**config.mk**
```make
export PLATFORM = sky130hd
export DESIGN_NAME = irq_cause_unit
export DESIGN_NICKNAME = d
export VERILOG_FILES = /design/src/rtl/irq_cause_pkg.sv /design/src/rtl/irq_holdoff_timer.sv /design/src/rtl/irq_cause_reg.sv /design/src/rtl/irq_mask_reg.sv /design/src/rtl/irq_cause_unit.sv
export SDC_FILE = /design/constraint.sdc
export NUM_CORES = 1
export LEC_CHECK = 0
export ABC_AREA = 1
export BUFFER_PORTS_ARGS = -buffer_cell sky130_fd_sc_hd__buf_2
export CORE_AREA = 2 2 141 74
export CTS_BUF_LIST = sky130_fd_sc_hd__clkbuf_2 sky130_fd_sc_hd__clkbuf_4 sky130_fd_sc_hd__clkbuf_8
export DETAILED_ROUTE_END_ITERATION = 10
export DIE_AREA = 0 0 143 76
export GPL_ROUTABILITY_DRIVEN = 0
export GPL_TIMING_DRIVEN = 0
export PLACE_DENSITY = 0.82
export SLEW_MARGIN = 20
export SYNTH_ARGS = -nofsm -noshare
export SYNTH_HDL_FRONTEND = slang
export SYNTH_HIERARCHICAL = 1
export SYNTH_SLANG_ARGS = --single-unit
```
**constraint.sdc**
```tcl
create_clock -name clk -period 2.3 [get_ports clk]
set_input_delay 0.345 -clock clk [delete_from_list [all_inputs] [get_ports clk]]
set_output_delay 0.345 -clock clk [all_outputs]
set_load 0.01 [all_outputs]
```
**src/rtl/irq_cause_pkg.sv**
```systemverilog
package irq_cause_pkg;
  localparam int CAUSE_W = 10;
  localparam int DATA_W  = 32;

  // cause bit positions (decoded by software)
  localparam int B_TX_DONE   = 0;
  localparam int B_RX0_DONE  = 7;

  localparam logic [CAUSE_W-1:0] VALID_BITS  = 10'h3BF;
  localparam logic [CAUSE_W-1:0] DIRECT_BITS = 10'h33E;

  typedef enum logic [2:0] {
    A_CAUSE  = 3'd0,
    A_MSET   = 3'd1,
    A_MCLR   = 3'd2,
    A_RXHOLD = 3'd3,
    A_TXHOLD = 3'd4
  } reg_addr_e;

  function automatic logic [CAUSE_W-1:0] cause_next(
      input logic [CAUSE_W-1:0] cur, input logic clr, input logic [CAUSE_W-1:0] post);
    cause_next = (clr ? '0 : cur) | (post & VALID_BITS);
  endfunction

  function automatic logic [CAUSE_W-1:0] mask_next(
      input logic [CAUSE_W-1:0] cur, input logic [CAUSE_W-1:0] set_bits,
      input logic [CAUSE_W-1:0] clr_bits);
    mask_next = ((cur | set_bits) & ~clr_bits) & VALID_BITS;
  endfunction
endpackage

```
**src/rtl/irq_holdoff_timer.sv**
```systemverilog
module irq_holdoff_timer #(
  parameter int W = 16
) (
  input  logic         clk,
  input  logic         rst_n,
  input  logic         trig_i,
  input  logic [W-1:0] delay_i,
  output logic         post_o,
  output logic         busy_o,
  output logic [W-1:0] cnt_o
);
  logic         busy_q;
  logic [W-1:0] cnt_q;
  logic         start, expire, bypass;

  assign start  = trig_i && !busy_q && (delay_i != '0);
  assign bypass = trig_i && !busy_q && (delay_i == '0);
  assign expire = busy_q && (cnt_q == W'(1));
  assign post_o = bypass || expire;
  assign busy_o = busy_q;
  assign cnt_o  = cnt_q;

  always_ff @(posedge clk) begin
    if (!rst_n) begin
      busy_q <= 1'b0;
      cnt_q  <= '0;
    end else if (start) begin
      busy_q <= 1'b1;
      cnt_q  <= delay_i;
    end else if (expire) begin
      busy_q <= 1'b0;
      cnt_q  <= '0;
    end else if (busy_q) begin
      cnt_q  <= cnt_q - W'(1);
    end
  end
endmodule

```
**src/rtl/irq_cause_reg.sv**
```systemverilog
module irq_cause_reg
  import irq_cause_pkg::*;
(
  input  logic               clk,
  input  logic               rst_n,
  input  logic               clr_i,
  input  logic [CAUSE_W-1:0] post_i,
  output logic [CAUSE_W-1:0] cause_o
);
  logic [CAUSE_W-1:0] cause_q;
  assign cause_o = cause_q;

  always_ff @(posedge clk) begin
    if (!rst_n) cause_q <= '0;
    else        cause_q <= cause_next(cause_q, clr_i, post_i);
  end
endmodule

```
**src/rtl/irq_mask_reg.sv**
```systemverilog
module irq_mask_reg
  import irq_cause_pkg::*;
(
  input  logic               clk,
  input  logic               rst_n,
  input  logic               set_en_i,
  input  logic               clr_en_i,
  input  logic [CAUSE_W-1:0] bits_i,
  output logic [CAUSE_W-1:0] mask_o
);
  logic [CAUSE_W-1:0] mask_q;
  assign mask_o = mask_q;

  always_ff @(posedge clk) begin
    if (!rst_n) mask_q <= '0;
    else        mask_q <= mask_next(mask_q, set_en_i ? bits_i : '0,
                                    clr_en_i ? bits_i : '0);
  end
endmodule

```
**src/rtl/irq_cause_unit.sv**
```systemverilog
module irq_cause_unit
  import irq_cause_pkg::*;
#(
  parameter int HOLD_W      = 16,
  parameter int TX_HOLD_RST = 128
) (
  input  logic               clk,
  input  logic               rst_n,
  input  logic [CAUSE_W-1:0] evt_i,
  input  logic               bus_en_i,
  input  logic               bus_we_i,
  input  logic [2:0]         bus_addr_i,
  input  logic [DATA_W-1:0]  bus_wdata_i,
  output logic [DATA_W-1:0]  bus_rdata_o,
  output logic               irq_o
);
  // named internal events (observed by the bound checker)
  logic               rd_cause, wr_set, wr_clr, wr_rxh, wr_txh;
  logic [CAUSE_W-1:0] wdata_c, set_vec, cause_q, mask_q;
  logic               rx_post, tx_post, rx_busy, tx_busy;
  logic [HOLD_W-1:0]  rx_cnt, tx_cnt, rx_delay;

  logic               rx_hold_en_q;
  logic [HOLD_W-1:0]  rx_hold_cnt_q, tx_hold_cnt_q;

  assign rd_cause = bus_en_i && !bus_we_i && (bus_addr_i == A_CAUSE);
  assign wr_set   = bus_en_i &&  bus_we_i && (bus_addr_i == A_MSET);
  assign wr_clr   = bus_en_i &&  bus_we_i && (bus_addr_i == A_MCLR);
  assign wr_rxh   = bus_en_i &&  bus_we_i && (bus_addr_i == A_RXHOLD);
  assign wr_txh   = bus_en_i &&  bus_we_i && (bus_addr_i == A_TXHOLD);
  assign wdata_c  = bus_wdata_i[CAUSE_W-1:0];
  assign rx_delay = rx_hold_en_q ? rx_hold_cnt_q : '0;

  always_ff @(posedge clk) begin
    if (!rst_n) begin
      rx_hold_en_q  <= 1'b0;
      rx_hold_cnt_q <= '0;
      tx_hold_cnt_q <= HOLD_W'(TX_HOLD_RST);
    end else begin
      if (wr_rxh) begin
        rx_hold_en_q  <= bus_wdata_i[DATA_W-1];
        rx_hold_cnt_q <= bus_wdata_i[HOLD_W-1:0];
      end
      if (wr_txh) tx_hold_cnt_q <= bus_wdata_i[HOLD_W-1:0];
    end
  end

  irq_holdoff_timer #(.W(HOLD_W)) rx_tmr_i (
    .clk(clk), .rst_n(rst_n), .trig_i(evt_i[B_RX0_DONE]), .delay_i(rx_delay),
    .post_o(rx_post), .busy_o(rx_busy), .cnt_o(rx_cnt));

  irq_holdoff_timer #(.W(HOLD_W)) tx_tmr_i (
    .clk(clk), .rst_n(rst_n), .trig_i(evt_i[B_TX_DONE]), .delay_i(tx_hold_cnt_q),
    .post_o(tx_post), .busy_o(tx_busy), .cnt_o(tx_cnt));

  always_comb begin
    set_vec             = evt_i & DIRECT_BITS;
    set_vec[B_RX0_DONE] = rx_post;
    set_vec[B_TX_DONE]  = tx_post;
  end

  irq_cause_reg cause_i (
    .clk(clk), .rst_n(rst_n), .clr_i(rd_cause), .post_i(set_vec), .cause_o(cause_q));

  irq_mask_reg mask_i (
    .clk(clk), .rst_n(rst_n), .set_en_i(wr_set), .clr_en_i(wr_clr),
    .bits_i(wdata_c), .mask_o(mask_q));

  assign irq_o = |(cause_q & mask_q);

  always_comb begin
    bus_rdata_o = '0;
    case (bus_addr_i)
      A_CAUSE:        bus_rdata_o[CAUSE_W-1:0] = cause_q;
      A_MSET, A_MCLR: bus_rdata_o[CAUSE_W-1:0] = mask_q;
      A_RXHOLD: begin
        bus_rdata_o[DATA_W-1]   = rx_hold_en_q;
        bus_rdata_o[HOLD_W-1:0] = rx_hold_cnt_q;
      end
      A_TXHOLD:       bus_rdata_o[HOLD_W-1:0] = tx_hold_cnt_q;
      default:        bus_rdata_o = '0;
    endcase
  end
endmodule

```
==> impl_metrics.csv <==
group,metric,value,unit
sta,min_period_over_period,0.893,
setup_path,endpoint_kind,"register",
global_routing,grt_pass1_vias,5193,
power,vdd_drop_max,0.272,mV
floorplanning,coreArea,0.00979,mm²
final_layout,final_common_cell,"nand2_1",
hold_path,hp-class,"in -> reg",
hold_path,whs_endpoint,"cause_i/cause_o[9]$_SDFF_PN0_",
logic_synthesis,synth_area,0.00571,mm²
cts,cts_buffers,9,
setup_path,startpoint_type,"register",
cts,clk_pin_slew,0.11,ns
sta,relSlewSlack,0.494,
setup_path,rr_startpoint,"rx_hold_en_q$_SDFFE_PN0P_",
setup_path,rrSetupSlack,0.25,ns
floorplanning,die_y,76,µm
cts,clock_latency,0.39,ns
logic_synthesis,syn_avg_cell_area,6.00,µm²
route,firstDrtPassIters,6,
floorplanning,ioPinCount,82,
sta,finalMaxSlewViolations,0,
setup_path,slowest_delay,0.48,ns
hold_path,hold_start,"evt_i[9]",
sta,fin_crit,2.05,ns
setup_path,r2r_end,"rx_tmr_i/cnt_o[8]$_SDFFE_PN0P_",
power,p_leak,3.41,nW
global_routing,antenna_found_initial,0,
cts,cts_tree,"built",
cts,clock_path_buffers,2,
cts,post_cts_buffers,0,
cts,clock-root-buffer,"clkbuf_8",
route,vias,6125,
floorplanning,num_rows,26,
floorplanning,initial_core_util,0.583,
job,drv_cap,0,
route,vias_per_cell,5.25,
logic_synthesis,synth-seq-area-share,0.298,
sta,finalSetupViolCount,0,
setup_path,criticalPathCategory,"reg -> reg",
sta,rsz0062_at_grt,"no",
sta,skew,0.0186,ns
setup_path,ff2ff_path_depth,13,
cts,cts.htree.levels,3,
final_layout,n_antenna_cell,0,
logic_synthesis,synth_seq_cells,85,
setup_path,crit_family,"simple AND/OR/NAND/NOR gates",
final_layout,synthToLayoutAreaGrowth,11.7,%
setup_path,critPathMaxFanout,10,
sta,max_freq,487,MHz
global_routing,gr-total-overflow,0,
route,totalWireLength,16300,µm
logic_synthesis,synth_cell_type_count,32,
sta,hold_viol,0,
logic_synthesis,yosys_warnings,6,
global_routing,grt_max_degree,16,
final_layout,layout.nets,1075,
setup_path,required,2.54,ns
route,detail-route-antenna-nets,0,
sta,setup_tns,0,ns
final_layout,layout-drive-gt1-share,0.133,
floorplanning,die_area,0.0109,mm²
route,wire_per_inst,14.0,µm
global_routing,grt_use_total,0.305,
sta,worstMarginPinSlew,0.753,ns
outcome,status,"finished, final reports clean",
setup_path,cp_data_arrival_time,2.29,ns
global_routing,grt_pass1_wl,25900,µm
final_layout,fill_cells,932,
setup_path,critPathBufInv,4,
setup_path,critPathSlowestCell,"dfxtp_1",
cts,cts_hold_buffers,0,
sta,holdWs,0.186,ns
placed_design,hpwl,13000,µm
final_layout,mostFrequentLayoutCells,"nand2_1 (246), nor2_1 (186), nand3_1 (125), inv_1 (114), dfxtp_1 (85)",
cts,clock-sinks,85,
floorplanning,die_w,143,µm
hold_path,worstHoldPathCells,3,
setup_path,crit_chain,"buf_2 -> nand2_1 -> inv_1 -> nor2_1 -> nand2_1 -> nor2_1 -> nand2_2 -> nand2_4 -> buf_8 -> nand2_2 -> clkinv_2 -> nand3_1 -> a21oi_1",
logic_synthesis,synthCells,951,
route,first_iter_violations,626,
placed_design,io_buffers,47,
route,drcViolationCount,0,
power,p_per_area,561,mW/mm²
## tightest hold or removal path, cell delays in order
cell,delay [ns]
buf_2,0.09
inv_1,0.04
a21oi_1,0.05
## registers in the layout, indices dropped and copies added, names as in the netlist
signal           cells
cause_i/cause_o      9
tx_tmr_i/cnt_o      16
rx_tmr_i/cnt_o      16
rx_hold_en_q         1
rx_hold_cnt_q       16
rx_tmr_i/busy_o      1
tx_tmr_i/busy_o      1
tx_hold_cnt_q       16
mask_i/mask_o        9
## cells by family after synthesis
| kind of cell | count (synthesis) | share of synthesized area |
|---|---|---|
| xor gates and xnor gates | 18 | 0.0276 |
| AOI/OAI and AO/OA | 45 | 0.0416 |
| DFF | 85 | 0.298 |
| and+or+nand+nor | 615 | 0.471 |
| other | 3 | 0.00197 |
| buffers and inverters | 181 | 0.151 |
| adders and majority gates | 4 | 0.00876 |
## metal layers
layer | global-route usage | vias to the layer above | wire, µm
li1 | - | 3071 | -
met1 | 0.472 | 2710 | 7880
met2 | 0.397 | 324 | 6010
met5 | 0.0478 | - | 68
met4 | 0.0495 | 2 | 159
met3 | 0.113 | 18 | 2200
## timing repair
item,CTS,global route
gates cloned,0,0
resized for setup,1,3
endpoints found under the hold margin,0,0
endpoints found under the setup margin,3,16
## report_power, final
part	total, mW	internal, mW	leakage, nW	switching [mW]
logic	0.837	0.304	2.62	0.533
registers	1.61	1.53	0.691	0.0769
clock network	1.13	0.524	0.100	0.608
## per-stage QoR
step | setup slack (ns) | instance area, µm² | util | cells | power [mW]
after floorplan | 0.441 | 5760 | - | 965 | 2.25
after global placement | 0.0839 | 6170 | 0.630 | 1152 | 2.44
after detailed placement | -0.0434 | 6170 | 0.630 | 1152 | 2.45
after CTS | 0.0690 | 6380 | 0.651 | 1168 | 3.57
after global routing | 0.0201 | 6380 | 0.651 | 1167 | 3.75
final | 0.246 | 6380 | 0.651 | 1167 | 3.58
## worst max path at each step
| stage | from | to | depth (start not counted) |
|---|---|---|---|
| global route | rx_hold_en_q$_SDFFE_PN0P_ | rx_tmr_i/cnt_o[8]$_SDFFE_PN0P_ | 13 |
| global placement | rx_hold_en_q$_SDFFE_PN0P_ | rx_tmr_i/cnt_o[8]$_SDFFE_PN0P_ | 13 |
| detailed placement | rx_hold_en_q$_SDFFE_PN0P_ | rx_tmr_i/cnt_o[8]$_SDFFE_PN0P_ | 13 |
| finish | rx_hold_en_q$_SDFFE_PN0P_ | rx_tmr_i/cnt_o[8]$_SDFFE_PN0P_ | 13 |
| floorplan | rx_hold_en_q$_SDFFE_PN0P_ | rx_tmr_i/cnt_o[8]$_SDFFE_PN0P_ | 13 |
| CTS | rx_hold_en_q$_SDFFE_PN0P_ | rx_tmr_i/cnt_o[8]$_SDFFE_PN0P_ | 13 |
## cells in the mapped netlist
master | n | area share
conb_1 | 3 | 0.0020
xnor2_1 | 4 | 0.0061
a21oi_1 | 35 | 0.031
buf_4 | 23 | 0.030
nor2_4 | 1 | 0.0020
nand3_4 | 4 | 0.012
buf_6 | 5 | 0.0099
clkbuf_1 | 7 | 0.0046
o21ai_0 | 6 | 0.0053
nor3_1 | 3 | 0.0026
buf_1 | 6 | 0.0039
buf_8 | 3 | 0.0079
dfxtp_1 | 85 | 0.30
inv_2 | 5 | 0.0033
nand4_1 | 26 | 0.028
o21bai_1 | 2 | 0.0026
nor2_1 | 186 | 0.12
nand2_2 | 7 | 0.0077
ha_1 | 4 | 0.0088
nand2_1 | 246 | 0.16
xor2_1 | 14 | 0.021
clkinv_1 | 2 | 0.0013
clkinv_2 | 2 | 0.0018
nand2_4 | 2 | 0.0039
o41ai_1 | 2 | 0.0031
inv_4 | 3 | 0.0033
nor2_8 | 1 | 0.0035
nand3b_1 | 9 | 0.012
nor2_2 | 5 | 0.0055
buf_2 | 11 | 0.0096
nand3_1 | 125 | 0.11
inv_1 | 114 | 0.075
## layout make-up
cell class                      instances  area, µm²  share of cell area
Tap cell                              140        175              0.0275
Multi-Input combinational cell        699       3200               0.502
Buffer                                 54        377              0.0591
Timing Repair Buffer                   47        235              0.0369
Sequential cell                        85       1700               0.267
Inverter                              126        483              0.0757
Clock inverter                          6       72.6              0.0114
Clock buffer                           10        131              0.0206
Note: power is estimated with default switching activity, not from simulation.
